===== src/rtl/fpu_init_pkg.sv =====
package fpu_init_pkg;

    localparam logic [15:0] CW_INIT = 16'h037F;
    localparam logic [15:0] SW_INIT = 16'h0000;

    typedef enum logic [1:0] {
        FLT_NONE = 2'd0,
        FLT_UD   = 2'd1,
        FLT_NM   = 2'd2,
        FLT_MF   = 2'd3
    } fault_e;

    typedef enum logic {
        SEQ_IDLE   = 1'b0,
        SEQ_SECOND = 1'b1
    } seq_e;

    typedef enum logic [2:0] {
        LD_CW = 3'd0,
        LD_SW = 3'd1,
        LD_TW = 3'd2,
        LD_IP = 3'd3,
        LD_DP = 3'd4,
        LD_OP = 3'd5
    } ld_sel_e;

endpackage


===== src/rtl/fpu_init_seq.sv =====
module fpu_init_seq
    import fpu_init_pkg::*;
(
    input  logic       clk,
    input  logic       rst_n,
    input  logic       cmd_valid,
    input  logic       cmd_wait,
    input  logic       cmd_lock,
    input  logic       sys_em,
    input  logic       sys_ts,
    input  logic       exc_pending,
    output logic       cmd_ready,
    output logic       do_init,
    output logic       busy,
    output logic       done,
    output fault_e     fault
);

    typedef struct packed {
        seq_e   st;
        logic   done;
        fault_e flt;
    } seq_s;

    seq_s seq_d, seq_q;
    logic sys_block;

    always_comb begin
        seq_d     = seq_q;
        seq_d.done = 1'b0;
        seq_d.flt  = FLT_NONE;
        do_init    = 1'b0;
        sys_block  = sys_em | sys_ts;
        case (seq_q.st)
            SEQ_IDLE: begin
                if (cmd_valid) begin
                    seq_d.done = 1'b1;
                    if (cmd_lock) begin
                        seq_d.flt = FLT_UD;
                    end else if (sys_block) begin
                        seq_d.flt = FLT_NM;
                    end else if (cmd_wait) begin
                        if (exc_pending) begin
                            seq_d.flt = FLT_MF;
                        end else begin
                            seq_d.st   = SEQ_SECOND;
                            seq_d.done = 1'b0;
                        end
                    end else begin
                        do_init = 1'b1;
                    end
                end
            end
            SEQ_SECOND: begin
                seq_d.st   = SEQ_IDLE;
                seq_d.done = 1'b1;
                if (sys_block) begin
                    seq_d.flt = FLT_NM;
                end else begin
                    do_init = 1'b1;
                end
            end
            default: seq_d.st = SEQ_IDLE;
        endcase
    end

    always_ff @(posedge clk or negedge rst_n) begin
        if (!rst_n) begin
            seq_q <= '{st: SEQ_IDLE, done: 1'b0, flt: FLT_NONE};
        end else begin
            seq_q <= seq_d;
        end
    end

    assign cmd_ready = (seq_q.st == SEQ_IDLE);
    assign busy      = (cmd_ready && cmd_valid) || (seq_q.st == SEQ_SECOND);
    assign done      = seq_q.done;
    assign fault     = seq_q.flt;

endmodule


===== src/rtl/fpu_init_regs.sv =====
module fpu_init_regs
    import fpu_init_pkg::*;
#(
    parameter int PTR_W    = 32,
    parameter int OP_W     = 11,
    parameter int NUM_TAGS = 8,
    localparam int TW_W    = 2 * NUM_TAGS
) (
    input  logic             clk,
    input  logic             rst_n,
    input  logic             do_init,
    input  logic             ld_block,
    input  logic             ld_en,
    input  logic [2:0]       ld_sel,
    input  logic [PTR_W-1:0] ld_data,
    output logic [15:0]      ctrl_word,
    output logic [15:0]      stat_word,
    output logic [TW_W-1:0]  tag_word,
    output logic [PTR_W-1:0] last_ip,
    output logic [PTR_W-1:0] last_dp,
    output logic [OP_W-1:0]  last_op
);

    typedef struct packed {
        logic [15:0]      cw;
        logic [15:0]      sw;
        logic [TW_W-1:0]  tw;
        logic [PTR_W-1:0] ip;
        logic [PTR_W-1:0] dp;
        logic [OP_W-1:0]  op;
    } regs_s;

    logic [TW_W-1:0] tw_empty;

    genvar gi;
    generate
        for (gi = 0; gi < NUM_TAGS; gi++) begin : g_tag
            assign tw_empty[2*gi +: 2] = 2'b11;
        end
    endgenerate

    regs_s regs_d, regs_q, regs_init;

    always_comb begin
        regs_init = '{cw: CW_INIT, sw: SW_INIT, tw: tw_empty,
                      ip: '0, dp: '0, op: '0};
        regs_d = regs_q;
        if (do_init) begin
            regs_d = regs_init;
        end else if (ld_en && !ld_block) begin
            case (ld_sel)
                LD_CW:   regs_d.cw = ld_data[15:0];
                LD_SW:   regs_d.sw = ld_data[15:0];
                LD_TW:   regs_d.tw = ld_data[TW_W-1:0];
                LD_IP:   regs_d.ip = ld_data;
                LD_DP:   regs_d.dp = ld_data;
                LD_OP:   regs_d.op = ld_data[OP_W-1:0];
                default: regs_d = regs_q;
            endcase
        end
    end

    always_ff @(posedge clk or negedge rst_n) begin
        if (!rst_n) begin
            regs_q <= '{cw: CW_INIT, sw: SW_INIT, tw: {NUM_TAGS{2'b11}},
                        ip: '0, dp: '0, op: '0};
        end else begin
            regs_q <= regs_d;
        end
    end

    assign ctrl_word = regs_q.cw;
    assign stat_word = regs_q.sw;
    assign tag_word  = regs_q.tw;
    assign last_ip   = regs_q.ip;
    assign last_dp   = regs_q.dp;
    assign last_op   = regs_q.op;

endmodule


===== src/rtl/fpu_init_ctrl.sv =====
module fpu_init_ctrl
    import fpu_init_pkg::*;
#(
    parameter int PTR_W    = 32,
    parameter int OP_W     = 11,
    parameter int NUM_TAGS = 8,
    localparam int TW_W    = 2 * NUM_TAGS
) (
    input  logic             clk,
    input  logic             rst_n,
    input  logic             cmd_valid,
    output logic             cmd_ready,
    input  logic             cmd_wait,
    input  logic             cmd_lock,
    input  logic             sys_em,
    input  logic             sys_ts,
    input  logic             exc_pending,
    input  logic             ld_en,
    input  logic [2:0]       ld_sel,
    input  logic [PTR_W-1:0] ld_data,
    output logic [15:0]      ctrl_word,
    output logic [15:0]      stat_word,
    output logic [TW_W-1:0]  tag_word,
    output logic [PTR_W-1:0] last_ip,
    output logic [PTR_W-1:0] last_dp,
    output logic [OP_W-1:0]  last_op,
    output logic             done,
    output logic [1:0]       fault_code,
    output logic             fault_ud,
    output logic             fault_nm,
    output logic             fault_mf
);

    logic   do_init;
    logic   busy;
    fault_e fault;

    fpu_init_seq u_seq (
        .clk         (clk),
        .rst_n       (rst_n),
        .cmd_valid   (cmd_valid),
        .cmd_wait    (cmd_wait),
        .cmd_lock    (cmd_lock),
        .sys_em      (sys_em),
        .sys_ts      (sys_ts),
        .exc_pending (exc_pending),
        .cmd_ready   (cmd_ready),
        .do_init     (do_init),
        .busy        (busy),
        .done        (done),
        .fault       (fault)
    );

    fpu_init_regs #(
        .PTR_W    (PTR_W),
        .OP_W     (OP_W),
        .NUM_TAGS (NUM_TAGS)
    ) u_regs (
        .clk       (clk),
        .rst_n     (rst_n),
        .do_init   (do_init),
        .ld_block  (busy),
        .ld_en     (ld_en),
        .ld_sel    (ld_sel),
        .ld_data   (ld_data),
        .ctrl_word (ctrl_word),
        .stat_word (stat_word),
        .tag_word  (tag_word),
        .last_ip   (last_ip),
        .last_dp   (last_dp),
        .last_op   (last_op)
    );

    assign fault_code = fault;
    assign fault_ud   = done && (fault == FLT_UD);
    assign fault_nm   = done && (fault == FLT_NM);
    assign fault_mf   = done && (fault == FLT_MF);

endmodule


===== config.mk =====
export PLATFORM = sky130hd
export DESIGN_NAME = fpu_init_ctrl
export DESIGN_NICKNAME = d
export VERILOG_FILES = /design/src/rtl/fpu_init_pkg.sv /design/src/rtl/fpu_init_seq.sv /design/src/rtl/fpu_init_regs.sv /design/src/rtl/fpu_init_ctrl.sv
export SDC_FILE = /design/constraint.sdc
export NUM_CORES = 1
export LEC_CHECK = 0
export BUFFER_PORTS_ARGS = -buffer_cell sky130_fd_sc_hd__buf_2
export CORE_MARGIN = 2
export CORE_UTILIZATION = 55
export DETAILED_ROUTE_END_ITERATION = 10
export PLACE_DENSITY = 0.81
export SLEW_MARGIN = 15
export SYNTH_ARGS = -nofsm -noshare
export SYNTH_HDL_FRONTEND = slang
export SYNTH_SLANG_ARGS = --single-unit

===== constraint.sdc =====
create_clock -name clk -period 3 [get_ports clk]
set_input_delay 0.75 -clock clk [delete_from_list [all_inputs] [get_ports clk]]
set_output_delay 0.75 -clock clk [all_outputs]
set_load 0.02 [all_outputs]

# [Word-level counts from Yosys, hierarchy flattened]
# Index checks and enable logic that the tools add are counted.
[totals] rom_bits=0 in_bits=44 ff_bits=127 elab_cells=64 n_memories=0 ramBits=0 latch_bits=0
[op_classes] n_shift=0 bitwise=2 div=0 multipliers=0 order_cmp=0 n_eq_ne=8 n_reduce_logical=21 add_sub_neg=0 muxes=24
[op_table] operator="123-bit two-way mux" count=2
[op_table] operator="32-bit two-way mux" count=2
[op_table] operator="16-bit two-way mux" count=3
[op_table] operator="2-bit two-way mux" count=7
[op_table] operator="2-bit nonzero test" count=7
[op_table] operator="2-bit AND reduction" count=6
[op_table] operator="11-bit two-way mux" count=1
[op_table] operator="4-bit two-way mux" count=2
[op_table] operator="4-bit one-hot mux with 2 select lines" count=1
[op_table] operator="3-bit by 2-bit equality test with 1-bit output (second input constant)" count=2
[op_table] operator="3-bit equality test (second input constant)" count=2
[op_table] operator="1-bit logical AND" count=5
[op_table] operator="1-bit two-way mux" count=5
[op_table] operator="2-bit equality test (second input constant)" count=2
[op_table] operator="3-bit by 1-bit equality test with 1-bit output (second input constant)" count=1
[op_table] operator="3-bit logical NOT" count=1
[op_table] operator="2-bit by 1-bit equality test with 1-bit output (second input constant)" count=1
[op_table] operator="1-bit one-hot mux with 2 select lines" count=1
[op_table] operator="1-bit logical NOT" count=1
[op_table] operator="1-bit logical OR" count=1
[op_table] operator="1-bit inverter" count=1
[op_table] operator="1-bit OR" count=1

# [Logic depth before layout (Yosys ltp)]
[depth] ltp_word=7 depth_mapped=7 depth_no_buf=3

# [Modules after synthesis]
# From an unflattened synthesis, not the netlist that was laid out.
[hier_totals] cells_unflattened=484 hier_area_um2=5794.3
[by_module_without_submodules] module="fpu_init_regs" n_inst=1 area_each_um2=5550.3 cells_per_inst=461 seq_area_each_um2=3109.2
[by_module_without_submodules] module="fpu_init_seq" n_inst=1 area_each_um2=219.0 cells_per_inst=20 seq_area_each_um2=100.1
[by_module_without_submodules] module="fpu_init_ctrl" n_inst=1 area_each_um2=25.0 cells_per_inst=3 seq_area_each_um2=0.0

# [Worst setup path before layout]
# OpenSTA, ideal clock, no wires.
[synth_timing] kind="input to register" start="input cmd_valid" end="register u_regs.regs_q[21] (netlist: u_regs.last_dp[10])" required_ns=2.864 setup_slack_ns=1.083 arrival_ns=1.780 setup_ns=0.136 path_stages=5 cell_sequence="buf_6 or4_4 clkbuf_1 o21ai_0 a21oi_1"
[synth_between] elab_chain_len=6 word_cells_on_any_way=10 classes_between="3 x mux; 7 x reduce/logical"
[synth_lines] item="start: declaration" line_no="fpu_init_ctrl.sv:11" text="input logic cmd_valid,"
[synth_lines] item="branches (longest 6 deep; another with 1-bit one-hot mux with 2 select lines)"
[synth_lines] item="end signal: assignment" line_no="fpu_init_regs.sv:65" text="regs_q <= '{cw: CW_INIT, sw: SW_INIT, tw: {NUM_TAGS{2'b11}},"
[synth_lines] item="end signal: assignment" line_no="fpu_init_regs.sv:68" text="regs_q <= regs_d;"
[synth_lines] item="end: declaration" line_no="fpu_init_regs.sv:42" text="regs_s regs_d, regs_q, regs_init;"
# Parallel ways; which one is timed is not known.
# A chain may end at the register's enable or synchronous reset.

# [Worst setup path in the final report]
[layout_timing] start="register u_seq.seq_q[3] in the netlist's numbering" end="output cmd_ready"
[layout_between] elab_chain_len=1
[layout_lines] item="start: declaration" line_no="fpu_init_seq.sv:25" text="seq_s seq_d, seq_q;"
[layout_lines] item="start signal: assignment" line_no="fpu_init_seq.sv:69" text="seq_q <= '{st: SEQ_IDLE, done: 1'b0, flt: FLT_NONE};"
[layout_lines] item="start signal: assignment" line_no="fpu_init_seq.sv:71" text="seq_q <= seq_d;"
[layout_lines] item="1-bit inverter" line_no="fpu_init_seq.sv:75" text="assign cmd_ready = (seq_q.st == SEQ_IDLE);"
[layout_lines] item="end: declaration" line_no="fpu_init_ctrl.sv:12" text="output logic cmd_ready,"
# No other way between the ends.

==> impl_metrics.ini <==
[status]
status = completed

[floorplanning]
core_area_sq_mm = 0.009819
die_area_sq_mm = 0.01101
row_count = 36
fp.dieW_microns = 104.9
die_h_microns = 104.9
boundaryPins = 174
initial_core_util = 0.5705

[clocking]
cts_inserted_buffers = 17
clkTransAtPathRegs_ps = 60
clk_latency_ps = 530
h-tree-depth = 4
cts_tree = yes
cts-resized-gates = 0
cts.path.max_buffers = 2
root_buffer = clkbuf_8
cts_sinks = 127
postCtsSetupBuffers = 0
holdBufCountCts = 0

[setup_path]
worstPathArrival_ps = 1660
worstPathRequired_ps = 2250
cp-end-kind = primary output
startpoint_type = register
cp_max_fo = 13
crit_type = reg -> out

[global_routing]
use_met2 = 0.5042
antenna_found_initial = 0
overflow = 0
grt_util_met1 = 0.4324
grt_max_degree = 99
use_met3 = 0.1110
first_global_vias = 5375
gr-usage-all-layers = 0.3331
busiest_layer = met2
grt_pass1_wl_microns = 28550

[layout]
diodes = 0
syn_to_final_growth_pct = 27.76
fillCellCount = 763
finalNetCount = 781
final_area_sq_mm = 0.007157
utilization = 0.7288
drive_gt1_frac = 0.3400

[power_and_ir_drop]
cellLeakagePower_nw = 3.291
power.density_mw_per_mm2 = 797.1
vdd_ir_drop_max_uv = 471.6

[sta]
period_share = 0.8022
fin_setup_tns_ps = 0
clock_skew_ps = 10.77
setup_viol = 0
drv_slew = 0
hold_violations = 0
slew_headroom = 0.2556
fmax_ghz = 0.4155
rsz0062_at_grt = false
setup_ws_ps = 593.5
period_needed_ps = 2407
worstMarginPinSlew_ps = 1116

[place]
port_buffers = 173
post_dp_cell_area_sq_mm = 0.006526
post-place-ws_ps = 601.5
hpwlAfterDp_microns = 11270
place_congestion = 0.8419

[routing]
wirelength_microns = 18240
avgRoutedWirePerCell_microns = 20.66
dr_total_vias = 5597
drt_iter0_markers = 558
via_per_inst = 6.339
firstDrtPassIters = 7
drtAntennaViolNets = 0
drc = 0

[logic_synthesis]
synth_common_cells = 149 x nand3_1, 102 x dfrtp_1, 98 x a21oi_1
synthesis.instances = 595
async_flop_share = 1.000
yosysMostFrequentCell = nand3_1
netlist_area_sq_mm = 0.005602
synthDistinctLibCells = 35
synth_top_area_cell = dfrtp_1
yosysWarnings = 0
synth-seq-area-share = 0.5729
syn-num-nets = 639
ys_top_cells_by_area = dfrtp_1 46%, nand3_1 13%, dfstp_2 12%
synth_edf_count = 0
ys_seq_elements = 127
synth_top_area_frac = 0.4557
ys.flop_type = dfrtp_1
syn_area_per_cell_sq_um = 9.414

[worst_hold_path]
hold_path.class = in -> async

[flow_run]
drv_cap = 0
[path summary, 6_finish.rpt]
check | cells past startpoint | to | from | slack (ps)
worst min register to register | 2 | u_regs.tag_word[8]$_DFFE_PN1P_ | u_regs.tag_word[8]$_DFFE_PN1P_ | 510
worst min-delay path | 1 | u_seq.seq_q[3]$_DFF_PN0_ | rst_n | 270
worst max-delay path | 2 | cmd_ready | u_seq.seq_q[3]$_DFF_PN0_ | 590
worst max register to register | 3 | u_regs.ctrl_word[12]$_DFFE_PN0P_ | u_seq.seq_q[3]$_DFF_PN0_ | 810
min in group clk | 3 | u_regs.last_ip[18]$_DFFE_PN0P_ | ld_data[18] | 480
max in group asynchronous | 2 | u_regs.last_ip[19]$_DFFE_PN0P_ | rst_n | 1930
[logic make-up (layout without fill, tap and decap cells)]
group,Yosys count,in the layout,share of synthesized area
compound gates,226,226,0.2030
simple gates,175,175,0.1691
flops,127,127,0.5729
buf+inv,67,222,0.05495
[where the power goes]
group          leakage [nW]  internal [mW]  total, mW  switching (mW)
logic                  1.37          0.416       1.28           0.865
registers              1.61           2.07       2.24           0.166
clock network         0.306           1.44       2.19           0.748
total                  3.29           3.93       5.70            1.78
[worst max-delay path: stages, from the launching register on]
cell     delay, ps
dfrtp_1        730
inv_1          190
buf_2          210
[placed cells by master (no fill, tap or decap), types with 4 or more instances in the layout]
cell         n
dfrtp_1    102
o21ai_0     88
o21ai_1     36
nand3_1    149
bufinv_16    4
dfstp_2     25
nand2_1      4
clkbuf_16   16
clkbuf_8     5
buf_2      172
buf_4       14
a21oi_1     98
[per-layer routing]
metal | vias to the layer above | share of wire
met3 | 69 | 0.11
met1 | 2729 | 0.37
met4 | 0 | 0.041
met5 | - | 0
li1 | 2436 | -
met2 | 363 | 0.48
[final cells by class]
| class | count | area, sq um | area share |
|---|---|---|---|
| repair buffers | 189 | 1026 | 0.1434 |
| flip-flops and latches | 127 | 3209 | 0.4484 |
| multi-input cells | 401 | 2121 | 0.2963 |
| well taps | 133 | 166.4 | 0.02325 |
| clock inverters | 9 | 153.9 | 0.02150 |
| inverters | 1 | 3.754 | 0.0005245 |
| clock buffers | 23 | 476.7 | 0.06661 |
[stage by stage]
stage / total power [mW] / std cells / hold WS, ps
after floorplan: 2.985 / 595 / 454.4
after global placement: 3.471 / 851 / 491.6
after detailed placement: 3.516 / 851 / 496.0
after CTS: 5.711 / 883 / 285.0
after global routing: 5.910 / 883 / 321.5
final: 5.705 / 883 / 274.3
[flip-flops by register name (all words and copies together) (netlist names)]
name	count
u_seq.seq_q	1
u_seq.done	1
u_regs.stat_word	16
u_regs.ctrl_word	16
u_regs.last_ip	32
u_regs.tag_word	16
u_seq.fault	2
u_regs.last_dp	32
u_regs.last_op	11
No activity file was read; power rests on OpenSTA's default activity.
